$ cat src/rtl/tank_tune_pkg.sv
package tank_tune_pkg;

  typedef enum logic [2:0] {
    PH_IDLE    = 3'd0,
    PH_AZERO   = 3'd1,
    PH_SAMPLE  = 3'd2,
    PH_STEP    = 3'd3,
    PH_OBSERVE = 3'd4
  } reg_phase_e;

endpackage

$ cat src/rtl/tune_phase_seq.sv
module tune_phase_seq
  import tank_tune_pkg::*;
(
  input  logic clk_i,
  input  logic rst_ni,
  input  logic supply_ok_i,
  output logic azero_o,
  output logic sample_o,
  output logic step_en_o,
  output logic obs_en_o
);

  reg_phase_e phase_q, phase_d;

  always_comb begin
    phase_d = PH_IDLE;
    if (supply_ok_i) begin
      case (phase_q)
        PH_IDLE:    phase_d = PH_AZERO;
        PH_AZERO:   phase_d = PH_SAMPLE;
        PH_SAMPLE:  phase_d = PH_STEP;
        PH_STEP:    phase_d = PH_OBSERVE;
        PH_OBSERVE: phase_d = PH_AZERO;
        default:    phase_d = PH_IDLE;
      endcase
    end
  end

  always_ff @(posedge clk_i or negedge rst_ni) begin
    if (!rst_ni) phase_q <= PH_IDLE;
    else         phase_q <= phase_d;
  end

  assign azero_o   = (phase_q == PH_AZERO);
  assign sample_o  = (phase_q == PH_SAMPLE);
  assign step_en_o = (phase_q == PH_STEP);
  assign obs_en_o  = (phase_q == PH_OBSERVE);

  // sampling always follows an auto-zero cycle
  p_sample_after_az_r2: assert property (@(posedge clk_i) disable iff (!rst_ni)
    sample_o |-> $past(azero_o));

  // the code step always follows the sample cycle
  p_step_after_sample_r2: assert property (@(posedge clk_i) disable iff (!rst_ni)
    step_en_o |-> $past(sample_o));

endmodule

$ cat src/rtl/tune_dir_pick.sv
module tune_dir_pick (
  input  logic clk_i,
  input  logic rst_ni,
  input  logic supply_ok_i,
  input  logic obs_en_i,
  input  logic step_en_i,
  input  logic cmp_rise_i,
  input  logic want_up_i,
  input  logic at_max_i,
  input  logic at_min_i,
  output logic go_up_o
);

  logic dir_q, dir_d;
  logic obs_q, obs_d;
  logic vld_q, vld_d;
  logic trend_up;

  // hill-climb rule, then rail override
  always_comb begin
    if (!vld_q)                    trend_up = want_up_i;
    else if (obs_q == want_up_i)   trend_up = dir_q;
    else                           trend_up = ~dir_q;
    if (at_max_i)                  go_up_o = 1'b0;
    else if (at_min_i)             go_up_o = 1'b1;
    else                           go_up_o = trend_up;
  end

  always_comb begin
    dir_d = dir_q;
    obs_d = obs_q;
    vld_d = vld_q;
    if (!supply_ok_i) begin
      dir_d = 1'b1;
      obs_d = 1'b0;
      vld_d = 1'b0;
    end else begin
      if (obs_en_i) begin
        obs_d = cmp_rise_i;
        vld_d = 1'b1;
      end
      if (step_en_i) dir_d = go_up_o;
    end
  end

  always_ff @(posedge clk_i or negedge rst_ni) begin
    if (!rst_ni) begin
      dir_q <= 1'b1;
      obs_q <= 1'b0;
      vld_q <= 1'b0;
    end else begin
      dir_q <= dir_d;
      obs_q <= obs_d;
      vld_q <= vld_d;
    end
  end

  // a supply drop clears the observation history
  p_drop_clears_r7: assert property (@(posedge clk_i) disable iff (!rst_ni)
    !supply_ok_i |=> !vld_q);

endmodule

$ cat src/rtl/tune_cap_reg.sv
module tune_cap_reg #(
  parameter int CODE_W   = 6,
  parameter int CODE_RST = 32
) (
  input  logic              clk_i,
  input  logic              rst_ni,
  input  logic              supply_ok_i,
  input  logic              step_en_i,
  input  logic              go_up_i,
  output logic [CODE_W-1:0] code_o,
  output logic              at_max_o,
  output logic              at_min_o
);

  localparam logic [CODE_W-1:0] CODE_MAX = {CODE_W{1'b1}};
  localparam logic [CODE_W-1:0] CODE_INI = CODE_W'(CODE_RST);
  localparam logic [CODE_W-1:0] ONE      = CODE_W'(1);

  logic [CODE_W-1:0] code_q, code_d;

  assign at_max_o = (code_q == CODE_MAX);
  assign at_min_o = (code_q == '0);

  always_comb begin
    code_d = code_q;
    if (!supply_ok_i) begin
      code_d = CODE_INI;
    end else if (step_en_i) begin
      if (go_up_i) code_d = at_max_o ? code_q : code_q + ONE;
      else         code_d = at_min_o ? code_q : code_q - ONE;
    end
  end

  always_ff @(posedge clk_i or negedge rst_ni) begin
    if (!rst_ni) code_q <= CODE_INI;
    else         code_q <= code_d;
  end

  assign code_o = code_q;

  // each step moves the code by exactly one
  p_unit_step_r3: assert property (@(posedge clk_i) disable iff (!rst_ni)
    $past(step_en_i && supply_ok_i) |->
      (((code_q - $past(code_q)) == ONE) || ((code_q - $past(code_q)) == CODE_MAX)));

  // with the supply good the code moves only on a step edge
  p_code_quiet_r2: assert property (@(posedge clk_i) disable iff (!rst_ni)
    ($past(supply_ok_i) && !$past(step_en_i)) |-> $stable(code_q));

  // full scale turns down instead of wrapping
  p_no_wrap_top_r6: assert property (@(posedge clk_i) disable iff (!rst_ni)
    $past(step_en_i && supply_ok_i && (code_q == CODE_MAX)) |-> (code_q == CODE_MAX - ONE));

  // zero turns up instead of wrapping
  p_no_wrap_bot_r6: assert property (@(posedge clk_i) disable iff (!rst_ni)
    $past(step_en_i && supply_ok_i && (code_q == '0)) |-> (code_q == ONE));

  // a low supply returns the bank to its start code
  p_hold_rst_r7: assert property (@(posedge clk_i) disable iff (!rst_ni)
    !supply_ok_i |=> (code_q == CODE_INI));

endmodule

$ cat src/rtl/tank_tune_ctrl.sv
module tank_tune_ctrl #(
  parameter int CODE_W   = 6,
  parameter int CODE_RST = 2 ** (CODE_W - 1)
) (
  input  logic              clk_i,
  input  logic              rst_ni,
  input  logic              cmp_rise_i,
  input  logic              lvl_1v0_i,
  input  logic              lvl_1v3_i,
  input  logic              lvl_1v5_i,
  output logic [CODE_W-1:0] cap_code_o,
  output logic              azero_o,
  output logic              sample_o,
  output logic              lsk_en_o
);

  logic step_en, obs_en, go_up, at_max, at_min;
  logic lsk_q, lsk_d;

  tune_phase_seq u_seq (
    .clk_i       (clk_i),
    .rst_ni      (rst_ni),
    .supply_ok_i (lvl_1v0_i),
    .azero_o     (azero_o),
    .sample_o    (sample_o),
    .step_en_o   (step_en),
    .obs_en_o    (obs_en)
  );

  tune_dir_pick u_dir (
    .clk_i       (clk_i),
    .rst_ni      (rst_ni),
    .supply_ok_i (lvl_1v0_i),
    .obs_en_i    (obs_en),
    .step_en_i   (step_en),
    .cmp_rise_i  (cmp_rise_i),
    .want_up_i   (~lvl_1v5_i),
    .at_max_i    (at_max),
    .at_min_i    (at_min),
    .go_up_o     (go_up)
  );

  tune_cap_reg #(
    .CODE_W   (CODE_W),
    .CODE_RST (CODE_RST)
  ) u_cap (
    .clk_i       (clk_i),
    .rst_ni      (rst_ni),
    .supply_ok_i (lvl_1v0_i),
    .step_en_i   (step_en),
    .go_up_i     (go_up),
    .code_o      (cap_code_o),
    .at_max_o    (at_max),
    .at_min_o    (at_min)
  );

  assign lsk_d = lvl_1v0_i & lvl_1v3_i & lvl_1v5_i;

  always_ff @(posedge clk_i or negedge rst_ni) begin
    if (!rst_ni) lsk_q <= 1'b0;
    else         lsk_q <= lsk_d;
  end

  assign lsk_en_o = lsk_q;

  // backscatter only after both upper thresholds were seen
  p_lsk_gate_r8: assert property (@(posedge clk_i) disable iff (!rst_ni)
    lsk_en_o |-> $past(lvl_1v5_i && lvl_1v3_i));

  // backscatter withdrawn after a below-target cycle
  p_lsk_drop_r8: assert property (@(posedge clk_i) disable iff (!rst_ni)
    !lvl_1v5_i |=> !lsk_en_o);

endmodule

$ cat config.mk
export PLATFORM = sky130hd
export DESIGN_NAME = tank_tune_ctrl
export DESIGN_NICKNAME = d
export VERILOG_FILES = /design/src/rtl/tank_tune_pkg.sv /design/src/rtl/tune_phase_seq.sv /design/src/rtl/tune_dir_pick.sv /design/src/rtl/tune_cap_reg.sv /design/src/rtl/tank_tune_ctrl.sv
export SDC_FILE = /design/constraint.sdc
export NUM_CORES = 1
export LEC_CHECK = 0
export ABC_CLOCK_PERIOD_IN_PS = 3000
export BUFFER_PORTS_ARGS = -buffer_cell sky130_fd_sc_hd__clkbuf_2
export CAP_MARGIN = 15
export CORE_MARGIN = 4
export CORE_UTILIZATION = 52
export DETAILED_ROUTE_END_ITERATION = 12
export PLACE_DENSITY = 0.76
export SYNTH_ARGS = -nofsm -noshare
export SYNTH_HDL_FRONTEND = slang
export SYNTH_SLANG_ARGS = --single-unit
$ cat constraint.sdc
create_clock -name clk_i -period 3 [get_ports clk_i]
set_clock_uncertainty 0.2 [all_clocks]
set_input_delay 0.6 -clock clk_i [delete_from_list [all_inputs] [get_ports clk_i]]
set_output_delay 0.6 -clock clk_i [all_outputs]
set_load 0.01 [all_outputs]
## After elaboration in Yosys (flattened, before gate mapping)

Cells that the tools add are included.

| cells by class | value |
|---|---|
| $add $sub $neg | 2 |
| eq/ne operators | 10 |
| multiplexer cells | 17 |
| bitwise operators | 4 |
| reduce and logical (&&, ||, !) cells | 4 |

Operator list:

| kind | number |
|---|---|
| two-way mux 6 bit | 5 |
| one-hot mux 3 bit (4 select lines) | 1 |
| two-way mux 1 bit | 10 |
| adder 6 x 1 -> 6 bit, second input constant | 1 |
| == test 3 x 2 -> 1 bit, second input constant | 2 |
| == test 6 bit, second input constant | 1 |
| logical NOT 6 bit | 1 |
| inequality test 3 bit, second input constant | 2 |
| subtractor 6 x 1 -> 6 bit, second input constant | 1 |
| inequality test 2 x 1 -> 1 bit, second input constant | 2 |
| == test 3 x 1 -> 1 bit, second input constant | 1 |
| == test 3 bit, second input constant | 1 |
| logical NOT 3 bit | 1 |
| two-way mux 3 bit | 1 |
| AND reduction 3 bit | 1 |
| AND 1 bit | 2 |
| inverter 1 bit | 2 |
| OR reduction 2 bit | 1 |
| == test 1 bit | 1 |

| word-level totals | value |
|---|---|
| register bits | 13 |
| input bits | 6 |
| output and inout port bits | 9 |
| logic and storage cells | 43 |

## Logic depth before layout (Yosys ltp)

Gate-level depths: netlist of the first run.

| depth | value |
|---|---|
| depth in word-level cells | 9 |
| gate-level depth with buffers | 12 |
| mapped depth without buffers | 12 |

## Modules after synthesis

A second synthesis of the first run with hierarchy kept.

| second synthesis, totals | value |
|---|---|
| cells, all modules | 84 |
| area, all modules | 860.8 sq um |

By module, submodules not included:

| module | times used | cells each | area an instance (sq um) | sequential area each (sq um) |
|---|---|---|---|---|
| tune_cap_reg | 1 | 54 | 528.0 | 151.4 |
| tune_dir_pick | 1 | 15 | 160.2 | 76.3 |
| tune_phase_seq | 1 | 12 | 137.6 | 75.1 |
| tank_tune_ctrl | 1 | 3 | 35.0 | 25.0 |

## Least setup slack after synthesis of the first run

Ideal clock, no wire load.

| timing | value |
|---|---|
| kind | register to register |
| start point | reg u_cap.code_q[4], in the netlist u_cap.code_o[4] |
| end point | reg u_cap.code_q[5], in the netlist u_cap.code_o[5] |
| library setup time | 85 ps |
| arrival time | 2,481 ps |
| required time | 2,715 ps |
| slack | 234 ps |
| cell stages (with the launch flop) | 11 |
| buffers on the path | 0 |
| clock period less this slack | 2,766 ps |
| path through | dfrtp_1 > or4_4 > nor3_2 > o32ai_2 > ha_1 > a21o_1 > o21ai_1 > a21oi_1 > nor2b_1 > mux2i_1 > mux2_1 |

| on the way | value |
|---|---|
| word-level cells in the longest chain between the ends | 6 |
| elaborated cells on any way between the ends | 14 |
| classes of those cells | add/sub: 2; eq/ne: 3; mux: 7; reduce/logical: 2 |

Ends and longest elaborated chain:

| item | line | text |
|---|---|---|
| from (decl) | tune_cap_reg.sv:19 | `logic [CODE_W-1:0] code_q, code_d;` |
| from (signal assigned) | tune_cap_reg.sv:36 | `else code_q <= code_d;` |
| branches (longest 6 deep; another with subtractor 6 x 1 -> 6 bit) | - |  |

Several ways; the timed one is not identified. The select of a mux whose other input is x is not followed.
A chain may end at the register's enable or synchronous reset.

## Worst setup path in the final report of the first run

| timing | value |
|---|---|
| start point | reg u_cap.code_q[5], in the netlist u_cap.code_o[5] |
| end point | reg u_cap.code_q[5], in the netlist u_cap.code_o[5] |

Same word-level chain as after synthesis.

==> results of run 1 <==
[flip-flops by register name (all words and copies together), names as in the netlist]
signal,count
u_dir.vld_q,1
u_dir.obs_q,1
u_seq.phase_q,3
u_dir.dir_q,1
lsk_en_o,1
u_cap.code_o,6
[power breakdown]
part / internal, mW / switching, mW / total, mW
sequential: 0.183 / 0.00798 / 0.191
combinational: 0.0326 / 0.0416 / 0.0742
clock: 0.0515 / 0.0511 / 0.103
[path summary, 6_finish.rpt]
path | to | slack [ns] | cells after the start
worst min register to register | u_dir.vld_q | 0.31 | 2
worst max register to register | u_cap.code_o[5] | 0.08 | 10
worst min-delay path | u_seq.phase_q[0] | 0.007 | 1
worst max-delay path | u_cap.code_o[5] | 0.08 | 10
min in group clk_i | u_dir.vld_q | 0.31 | 2
max in group asynchronous | u_dir.dir_q | 2.31 | 1
[layer usage]
layer,global-route usage (%),share of wire (%),up-vias
li1,-,-,308
met1,23.6,41,302
met2,28.3,51,20
met3,5.86,6.4,2
met4,10.2,1.0,0
met5,0,0,-
[final cells by class]
cell class / count / area, sq um
timing repair buffer: 17 / 92.6
fill: 111 / 408
clock buffer: 4 / 26.3
tap: 15 / 18.8
inverter: 5 / 18.8
multi-input combinational: 58 / 440
sequential: 13 / 329
[what timing repair did]
action	CTS	global route
endpoints found under the setup margin	0	1
resized for setup	0	6
setup buffers	0	2
[cells in the final DEF (no fill, tap or decap)]
cell type   n
nand2b_1    1
o32ai_4     1
nor2_1     15
dfrtp_2     1
ha_4        1
nor3b_1     4
xnor2_1     1
clkbuf_4    3
fa_1        1
o21ai_2     1
inv_1       4
a211oi_1    2
a21o_1      2
and3_1      1
clkbuf_1    1
mux2i_1     2
ha_1        3
a21oi_2     1
or4_4       1
nand4_1     1
buf_4       3
nand3b_1    1
a21oi_1     4
nor2b_1     1
o211ai_1    1
dfstp_2     2
nor3_4      1
mux2_1      1
dfrtp_1    10
and2_1      1
clkinv_1    1
nand2_1     4
xor2_1      4
clkbuf_2   14
o21a_1      1
o21ai_0     1
[per-stage QoR]
| step | util (%) | power [mW] |
|---|---|---|
| 2_1_floorplan | - | 0.233 |
| 3_3_place_gp | 63.4 | 0.253 |
| 3_5_place_dp | 63.4 | 0.257 |
| 4_1_cts | 65.4 | 0.362 |
| 5_1_grt | 69.4 | 0.392 |
| 6_report | 69.4 | 0.368 |
[logic make-up after synthesis]
group           after synthesis  synth area share [%]
buf+inv                       6                  2.99
mux                           3                  4.15
flops                        13                  43.5
xor+xnor                      5                  5.81
simple gates                 31                  21.4
fa+ha+maj                     5                  9.30
compound gates               14                  12.8
==> out/qor.yml, run 1 <==
routing:
  routed-via-count: 632
  avgViaCountPerCell: 5.64
  drt-initial-drc-count: 9
  dr.pass1.iters: 4
  antenna_left: 0
  drc: 0
  wl_microns: 1700
  wl_per_cell_microns: 15.2
synthesis:
  synthDominantAreaCellType: "dfrtp_1"
  synth.most_common_cell: "nor2_1"
  ys_warn_count: 0
  ys_top_cells_by_area: "dfrtp_1 (37%), nor2_1 (7.5%), dfstp_2 (7.0%), ha_1 (6.6%), xor2_1 (4.7%)"
  ys_seq_area_share_pct: 43.5
  syn_inst: 77
  synth_edf_count: 0
  async_flop_share_pct: 100
  synth_area_sq_um: 753
  synth_fp_nets: 88
  avgSynthCellArea_sq_um: 9.78
  synth_top_area_share_pct: 36.5
  ys_types: 30
  synth-main-ff-cell: "dfrtp_1"
  netlist_top_cells_count: "nor2_1 (15), dfrtp_1 (11), a21oi_1 (5)"
  ys_ff_latch: 13
setup_path:
  cp_cell_sequence: "or4_4 -> nor3_4 -> o32ai_4 -> ha_1 -> a21o_1 -> o21ai_2 -> a21oi_2 -> nor2b_1 -> mux2i_1 -> mux2_1"
  critPathLaunchType: "flip-flop"
  slowest_delay_ns: 0.54
  cp_data_arrival_time_ns: 2.93
  critical_path_class: "flip-flop to flip-flop"
  required_ns: 3.00
  cp-end-kind: "flip-flop"
  cpMaxStageDelayCell: "or4_4"
  setup.worst_path.start: "u_cap.code_o[5]"
  cp_num_buf_inv: 0
  path_delay_family: "simple AND/OR/NAND/NOR gates"
  r2r-start: "u_cap.code_o[5]"
  cp_max_fo: 5
timing:
  report.final.slew_viol_count: 0
  setup_viol_count_final: 0
  slew_headroom_pct: 60.3
  finalHoldViolations: 0
  worstMarginPinSlew_ns: 0.593
  fin_tns_setup_ns: 0
  period_needed_ns: 2.92
  whs_ns: 0.00708
  rsz0062_at_grt: "true"
  period_share_pct: 97.5
  fmax_ghz: 0.342
  setup_ws_ns: 0.0751
clock_network:
  htree_levels: 1
  cts.sinks: 13
  cts_buffer_depth: 2
  cts_tree: "done"
  postCtsHoldBufs: 0
  clockRootBuffer: "clkbuf_4"
  cts.clk_slew.worst_paths_ns: 0.07
  cts_buffers: 3
  insertion_delay_ns: 0.27
layout:
  stdcell_count: 112
  num_antenna_cells: 0
  fin_nets: 109
  drive_gt1_share_pct: 29.9
  area_growth_pct: 22.9
  final_area_sq_um: 926
place:
  hpwlAfterDp_microns: 1230
  io_buffers: 14
  placedCellCount: 106
  pre_cts_slack_ns: 0.00609
  placed_area_sq_um: 846
  place_congestion: 0.768
floorplanning:
  start_util_pct: 56.5
  die_height_microns: 46.1
  die_w_microns: 46.1
  ioPinCount: 15
  die-area_sq_mm: 0.00212
  core_area_sq_mm: 0.00133
  num_rows: 13
global_routing:
  antenna_found_initial: 0
  grt-ovfl-total: 0
  grt_usage_pct: 18.8
  grt_max_degree: 15
  grt_pass1_wl_microns: 2750
  first_global_vias: 605
run:
  maxCapViolations: 0
status:
  status: "complete, no violations"
hold_path:
  hold_class: "input pin to asynchronous set/reset pin"
power_and_ir_drop:
  power_leakage_nw: 0.444
  irDropWorstVdd_uv: 296
  power_density_mw_per_mm2: 397
(Power assumes the default switching activity.)
==> run 2: changes to the inputs <==
--- a/config.mk
+++ b/config.mk
@@ -5,13 +5,14 @@
 export SDC_FILE = /design/constraint.sdc
 export NUM_CORES = 1
 export LEC_CHECK = 0
-export ABC_CLOCK_PERIOD_IN_PS = 3000
+export ABC_CLOCK_PERIOD_IN_PS = 3100
 export BUFFER_PORTS_ARGS = -buffer_cell sky130_fd_sc_hd__clkbuf_2
 export CAP_MARGIN = 15
 export CORE_MARGIN = 4
-export CORE_UTILIZATION = 52
+export CORE_UTILIZATION = 53
 export DETAILED_ROUTE_END_ITERATION = 12
 export PLACE_DENSITY = 0.76
 export SYNTH_ARGS = -nofsm -noshare
 export SYNTH_HDL_FRONTEND = slang
+export SYNTH_HIERARCHICAL = 1
 export SYNTH_SLANG_ARGS = --single-unit
==> constraint.sdc (replaced) <==
create_clock -name clk_i -period 3.1 [get_ports clk_i]
set_clock_uncertainty 0.2 [all_clocks]
set_input_delay 0.62 -clock clk_i [delete_from_list [all_inputs] [get_ports clk_i]]
set_output_delay 0.62 -clock clk_i [all_outputs]
set_load 0.01 [all_outputs]
==> out/qor.yml, run 2 <==
status:
  status: "complete, no violations"
clock_network:
  htree_levels: 1
  postCtsHoldBufs: 0
  cts_buffers: 3
  cts.sinks: 13
  cts.clk_slew.worst_paths_ns: 0.08
  insertion_delay_ns: 0.27
  cts_buffer_depth: 2
  cts_tree: "done"
  clockRootBuffer: "clkbuf_4"
run:
  maxCapViolations: 0
global_routing:
  grt-ovfl-total: 0
  antenna_found_initial: 0
  grt_usage_pct: 15.9
  grt_pass1_wl_microns: 2950
  grt_max_degree: 14
  first_global_vias: 670
layout:
  fin_nets: 123
  final_area_sq_mm: 0.00116
  layout_common_cells: "clkbuf_2 (14), dfrtp_1 (11), buf_4 (8)"
  fill_cells: 109
  area_growth_pct: 35.3
  num_antenna_cells: 0
  final_common_cell: "clkbuf_2"
  drive_gt1_share_pct: 45.0
  largest_register_ffs: 6
routing:
  dr.pass1.iters: 4
  wl_microns: 1800
  drc: 0
  routed-via-count: 722
  drt-initial-drc-count: 12
  avgViaCountPerCell: 5.69
  antenna_left: 0
  wl_per_cell_microns: 14.2
timing:
  whs_ns: 0.0227
  fmax_ghz: 0.325
  setup_viol_count_final: 0
  finalHoldViolations: 0
  worstMarginPinSlew_ns: 0.485
  period_needed_ns: 3.07
  report.final.slew_viol_count: 0
  rsz0062_at_grt: "true"
  period_share_pct: 99.1
  slew_headroom_pct: 67.6
  setup_ws_ns: 0.0276
synthesis:
  ys_seq_area_share_pct: 38.1
  ys_ff_latch: 13
  synth_area_sq_um: 861
  synthDominantAreaCellType: "dfrtp_1"
  ys_types: 33
  synth-main-ff-cell: "dfrtp_1"
  synth_edf_count: 0
  syn_inst: 84
  synth_top_area_share_pct: 32.0
  synth_fp_nets: 95
  ys_warn_count: 6
  ys_top_cells_by_area: "dfrtp_1 (32%), dfstp_2 (6.1%), ha_1 (5.8%), mux2i_1 (4.7%), inv_1 (3.5%)"
  async_flop_share_pct: 100
  avgSynthCellArea_sq_um: 10.2
  netlist_top_cells_count: "dfrtp_1 (11), inv_1 (8), o21ai_0 (5)"
  synth.most_common_cell: "dfrtp_1"
setup_path:
  cp_max_fo: 4
  critPathLaunchType: "flip-flop"
  required_ns: 3.11
  cpMaxStageDelayCell: "or4_4"
  cp-end-kind: "flip-flop"
  critical_path_class: "flip-flop to flip-flop"
  r2r-start: "u_cap/code_o[2]"
  cp_num_buf_inv: 3
  setup.worst_path.start: "u_cap/code_o[2]"
  cp_cell_sequence: "or4_4 -> nor3_4 -> inv_2 -> a21oi_4 -> inv_4 -> buf_12 -> ha_4 -> a211oi_2 -> nor2_2 -> and3_1 -> nor4_2 -> mux2_4"
  slowest_delay_ns: 0.56
  path_delay_family: "simple AND/OR/NAND/NOR gates"
  cp_data_arrival_time_ns: 3.08
floorplanning:
  die-area_sq_mm: 0.00233
  core_area_sq_mm: 0.00152
  die_height_microns: 48.3
  start_util_pct: 56.5
  ioPinCount: 15
  die_w_microns: 48.3
  num_rows: 14
power_and_ir_drop:
  power_density_mw_per_mm2: 348
  power_leakage_nw: 0.516
  irDropWorstVdd_uv: 303
place:
  hpwlAfterDp_microns: 1260
  place_congestion: 0.758
  io_buffers: 14
  placed_area_sq_mm: 0.00100
  pre_cts_slack_ns: -0.0294
hold_path:
  hold_class: "input pin to asynchronous set/reset pin"
==> run 2: cell type report <==
cell class	instances	area, sq um	area share [%]
multi-input cells	62	596	51.1
flip-flops and latches	13	328	28.1
repair buffers	24	161	13.9
inverters	8	32.5	2.79
clock buffers	3	22.5	1.93
well taps	16	20.0	1.72
clock inverters	1	5.00	0.430
==> run 2: kinds of logic after synthesis <==
logic type | share of synthesized area, %
flip-flops | 38.1
AND/OR/NAND/NOR | 23.1
AO/OA/AOI/OAI | 15.3
XOR/XNOR | 5.09
adder cells (fa/ha/maj) | 8.14
buffers and inverters | 3.92
multiplexers | 6.40
==> run 2: power by group <==
| part | internal, mW | total (mW) | switching, mW |
|---|---|---|---|
| logic | 0.0591 | 0.115 | 0.0559 |
| registers | 0.178 | 0.188 | 0.00960 |
| clock network | 0.0478 | 0.103 | 0.0552 |
| total | 0.285 | 0.406 | 0.121 |
==> run 2: path summary, 6_finish.rpt <==
check / cells after the start / slack (ns) / end
min in group clk_i: 1 / 0.30 / u_dir/vld_q
min reg2reg: 1 / 0.30 / u_dir/vld_q
max: 12 / 0.03 / u_cap/code_o[5]
max in group asynchronous: 1 / 2.39 / u_dir/dir_q
max reg2reg: 12 / 0.03 / u_cap/code_o[5]
min: 1 / 0.02 / u_dir/vld_q
==> run 2: worst register-to-register path, delay by kind of cell, from the launching register on <==
kind	cells	cell delay, ns
AOI/OAI and AO/OA	2	0.44
DFF	1	0.39
buffers and inverters	3	0.28
and+or+nand+nor	5	1.17
muxes	1	0.33
adders and majority gates	1	0.21
==> run 2: stage by stage <==
stage / total power [mW] / setup TNS [ns] / cells / utilization, %
global placement: 0.277 / 0 / 119 / 65.8
detailed placement: 0.280 / -0.0294 / 119 / 65.8
floorplan: 0.249 / -0.0178 / 84 / -
CTS: 0.390 / 0 / 123 / 70.0
global route: 0.438 / -0.189 / 127 / 76.4
finish: 0.406 / 0 / 127 / 76.4
==> run 2: what timing repair did <==
item,CTS,global route
setup endpoints to repair,2,2
gates cloned,0,0
setup buffers,0,4
resized for setup,4,11
pin swaps,2,4
==> run 2: layer usage <==
layer | wire [microns] | track usage, % | up-vias
li1 | - | - | 358
met4 | 0 | 4.15 | 0
met1 | 790 | 20.6 | 340
met5 | 0 | 0 | -
met2 | 876 | 24.3 | 24
met3 | 132 | 6.75 | 0
==> run 3: changes to the inputs <==
--- a/config.mk
+++ b/config.mk
@@ -5,13 +5,13 @@
 export SDC_FILE = /design/constraint.sdc
 export NUM_CORES = 1
 export LEC_CHECK = 0
-export ABC_CLOCK_PERIOD_IN_PS = 3100
+export ABC_CLOCK_PERIOD_IN_PS = 2600
 export BUFFER_PORTS_ARGS = -buffer_cell sky130_fd_sc_hd__clkbuf_2
 export CAP_MARGIN = 15
-export CORE_MARGIN = 4
-export CORE_UTILIZATION = 53
+export CORE_MARGIN = 5
+export CORE_UTILIZATION = 48
 export DETAILED_ROUTE_END_ITERATION = 12
-export PLACE_DENSITY = 0.76
+export PLACE_DENSITY = 0.73
 export SYNTH_ARGS = -nofsm -noshare
 export SYNTH_HDL_FRONTEND = slang
 export SYNTH_HIERARCHICAL = 1
==> constraint.sdc (replaced) <==
create_clock -name clk_i -period 2.6 [get_ports clk_i]
set_clock_uncertainty 0.2 [all_clocks]
set_input_delay 0.52 -clock clk_i [delete_from_list [all_inputs] [get_ports clk_i]]
set_output_delay 0.52 -clock clk_i [all_outputs]
set_load 0.01 [all_outputs]
==> out/qor.yml, run 3 (synthesized netlist as in run 2, its figures left out) <==
layout:
  stdcell_count: 150
  drive_gt1_share_pct: 52.0
  largest_register_ffs: 6
  seq_area_sq_um: 329
  layout_common_cells: "buf_4 (22), clkbuf_2 (14), dfrtp_1 (10)"
  final_common_cell: "buf_4"
  multi_input_area_sq_um: 606
  fill_cells: 116
  area_growth_pct: 48.8
  fin_nets: 137
  final_area_sq_mm: 0.00128
  num_antenna_cells: 0
floorplanning:
  num_rows: 15
  die_w_microns: 52.4
  die_height_microns: 52.4
  die-area_sq_mm: 0.00274
  start_util_pct: 50.4
  core_area_sq_mm: 0.00171
  ioPinCount: 15
routing:
  drt-initial-drc-count: 5
  routed-via-count: 779
  avgViaCountPerCell: 5.19
  dr.pass1.iters: 4
  wl_per_cell_microns: 14.5
  wl_microns: 2170
  antenna_left: 0
  drc: 0
place:
  io_buffers: 14
  placedCellCount: 140
  hpwlAfterDp_microns: 1600
  placed_area_sq_mm: 0.00115
  place_congestion: 0.887
clock_network:
  cts_buffers: 3
  cts.clk_slew.worst_paths_ns: 0.09
  insertion_delay_ns: 0.28
  cts.sinks: 13
  htree_levels: 1
  cts_buffer_depth: 2
  clockRootBuffer: "clkbuf_4"
  cts_tree: "done"
timing:
  setup_ws_ns: -0.283
  period_share_pct: 111
  finalHoldViolations: 0
  whs_ns: 0.295
  report.final.slew_viol_count: 0
  rsz0062_at_grt: "true"
  period_needed_ns: 2.88
  fmax_ghz: 0.347
  setup_viol_count_final: 5
  worstMarginPinSlew_ns: 0.480
  fin_tns_setup_ns: -0.824
  slew_headroom_pct: 67.9
setup_path:
  cp-end-kind: "flip-flop"
  critPathLaunchType: "flip-flop"
  required_ns: 2.61
  cp_data_arrival_time_ns: 2.90
  critical_path_class: "flip-flop to flip-flop"
  cp_max_fo: 6
status:
  violations: "setup timing"
  status: "finished with violations"
global_routing:
  grt_max_degree: 14
  antenna_found_initial: 0
  grt-ovfl-total: 0
  grt_pass1_wl_microns: 3590
  grt_usage_pct: 18.1
  first_global_vias: 840
power_and_ir_drop:
  power_leakage_nw: 0.568
  irDropWorstVdd_uv: 356
  power_density_mw_per_mm2: 396
hold_path:
  hold_class: "input pin to flip-flop"
run:
  maxCapViolations: 0
## run 3: changes by cell type in the layout (fill, tap and decap cells not counted), sizes merged
cell and delta:
buf +13, clkbuf +1, clkinv -1, dlygate4sd3 +1
## run 3: final cells by class
type / instances / area share, %
clock buffers: 4 / 2.05
inverters: 8 / 2.54
multi-input cells: 62 / 47.3
flip-flops and latches: 13 / 25.7
well taps: 25 / 2.44
repair buffers: 38 / 20.0
## run 3: per-stage QoR
step	utilization, %	total power [mW]	worst slack [ns]
floorplan	-	0.305	-0.331
global placement	67.1	0.356	-0.215
finish	75.0	0.507	-0.283
detailed placement	67.1	0.362	-0.289
global route	75.0	0.536	-0.397
CTS	72.1	0.497	-0.294
## run 3: worst paths after layout
| check | startpoint | end | slack (ns) | depth (start not counted) |
|---|---|---|---|---|
| worst min register to register | u_dir/vld_q | u_dir/vld_q | 0.31 | 1 |
| worst min-delay path | lvl_1v3_i | lsk_en_o | 0.30 | 2 |
| worst max register to register | u_cap/code_o[3] | u_cap/code_o[5] | -0.28 | 11 |
| max in group asynchronous | rst_ni | u_cap/code_o[5] | 1.45 | 2 |
| worst max-delay path | u_cap/code_o[3] | u_cap/code_o[5] | -0.28 | 11 |
| min in group asynchronous | rst_ni | u_cap/code_o[1] | 0.46 | 2 |
## run 3: critical path: stages (launching register included)
cell and delay (ns):
dfrtp_1 0.39, or4_4 0.54, nor3_4 0.13, inv_2 0.07, a21oi_4 0.18, inv_4 0.09, ha_4 0.22, a211oi_2 0.17
nor2_1 0.09, and3_1 0.16, nor4_2 0.25, mux2_4 0.32
## run 3: power breakdown
| part | switching (mW) | internal [mW] | total, mW | leakage [nW] |
|---|---|---|---|---|
| clock | 0.0681 | 0.0594 | 0.128 | 0.0150 |
| sequential | 0.0108 | 0.213 | 0.223 | 0.169 |
| combinational | 0.0739 | 0.0820 | 0.156 | 0.384 |
## run 3: timing repair
item	in CTS	in global routing
setup endpoints to repair	5	6
gates cloned	0	0
setup buffers	3	2
hold endpoints to repair	11	0
hold buffers	1	0
pin swaps	10	8
gates resized for setup	5	7
## run 3: per-layer routing
layer  wire length [microns]  vias to the layer above  global-route usage [%]
li1                        -                      382                       -
met1                     962                      378                    20.7
met3                     103                        4                    4.84
met4                      45                        0                    6.38
met5                       0                        -                       0
met2                    1060                       15                    31.8
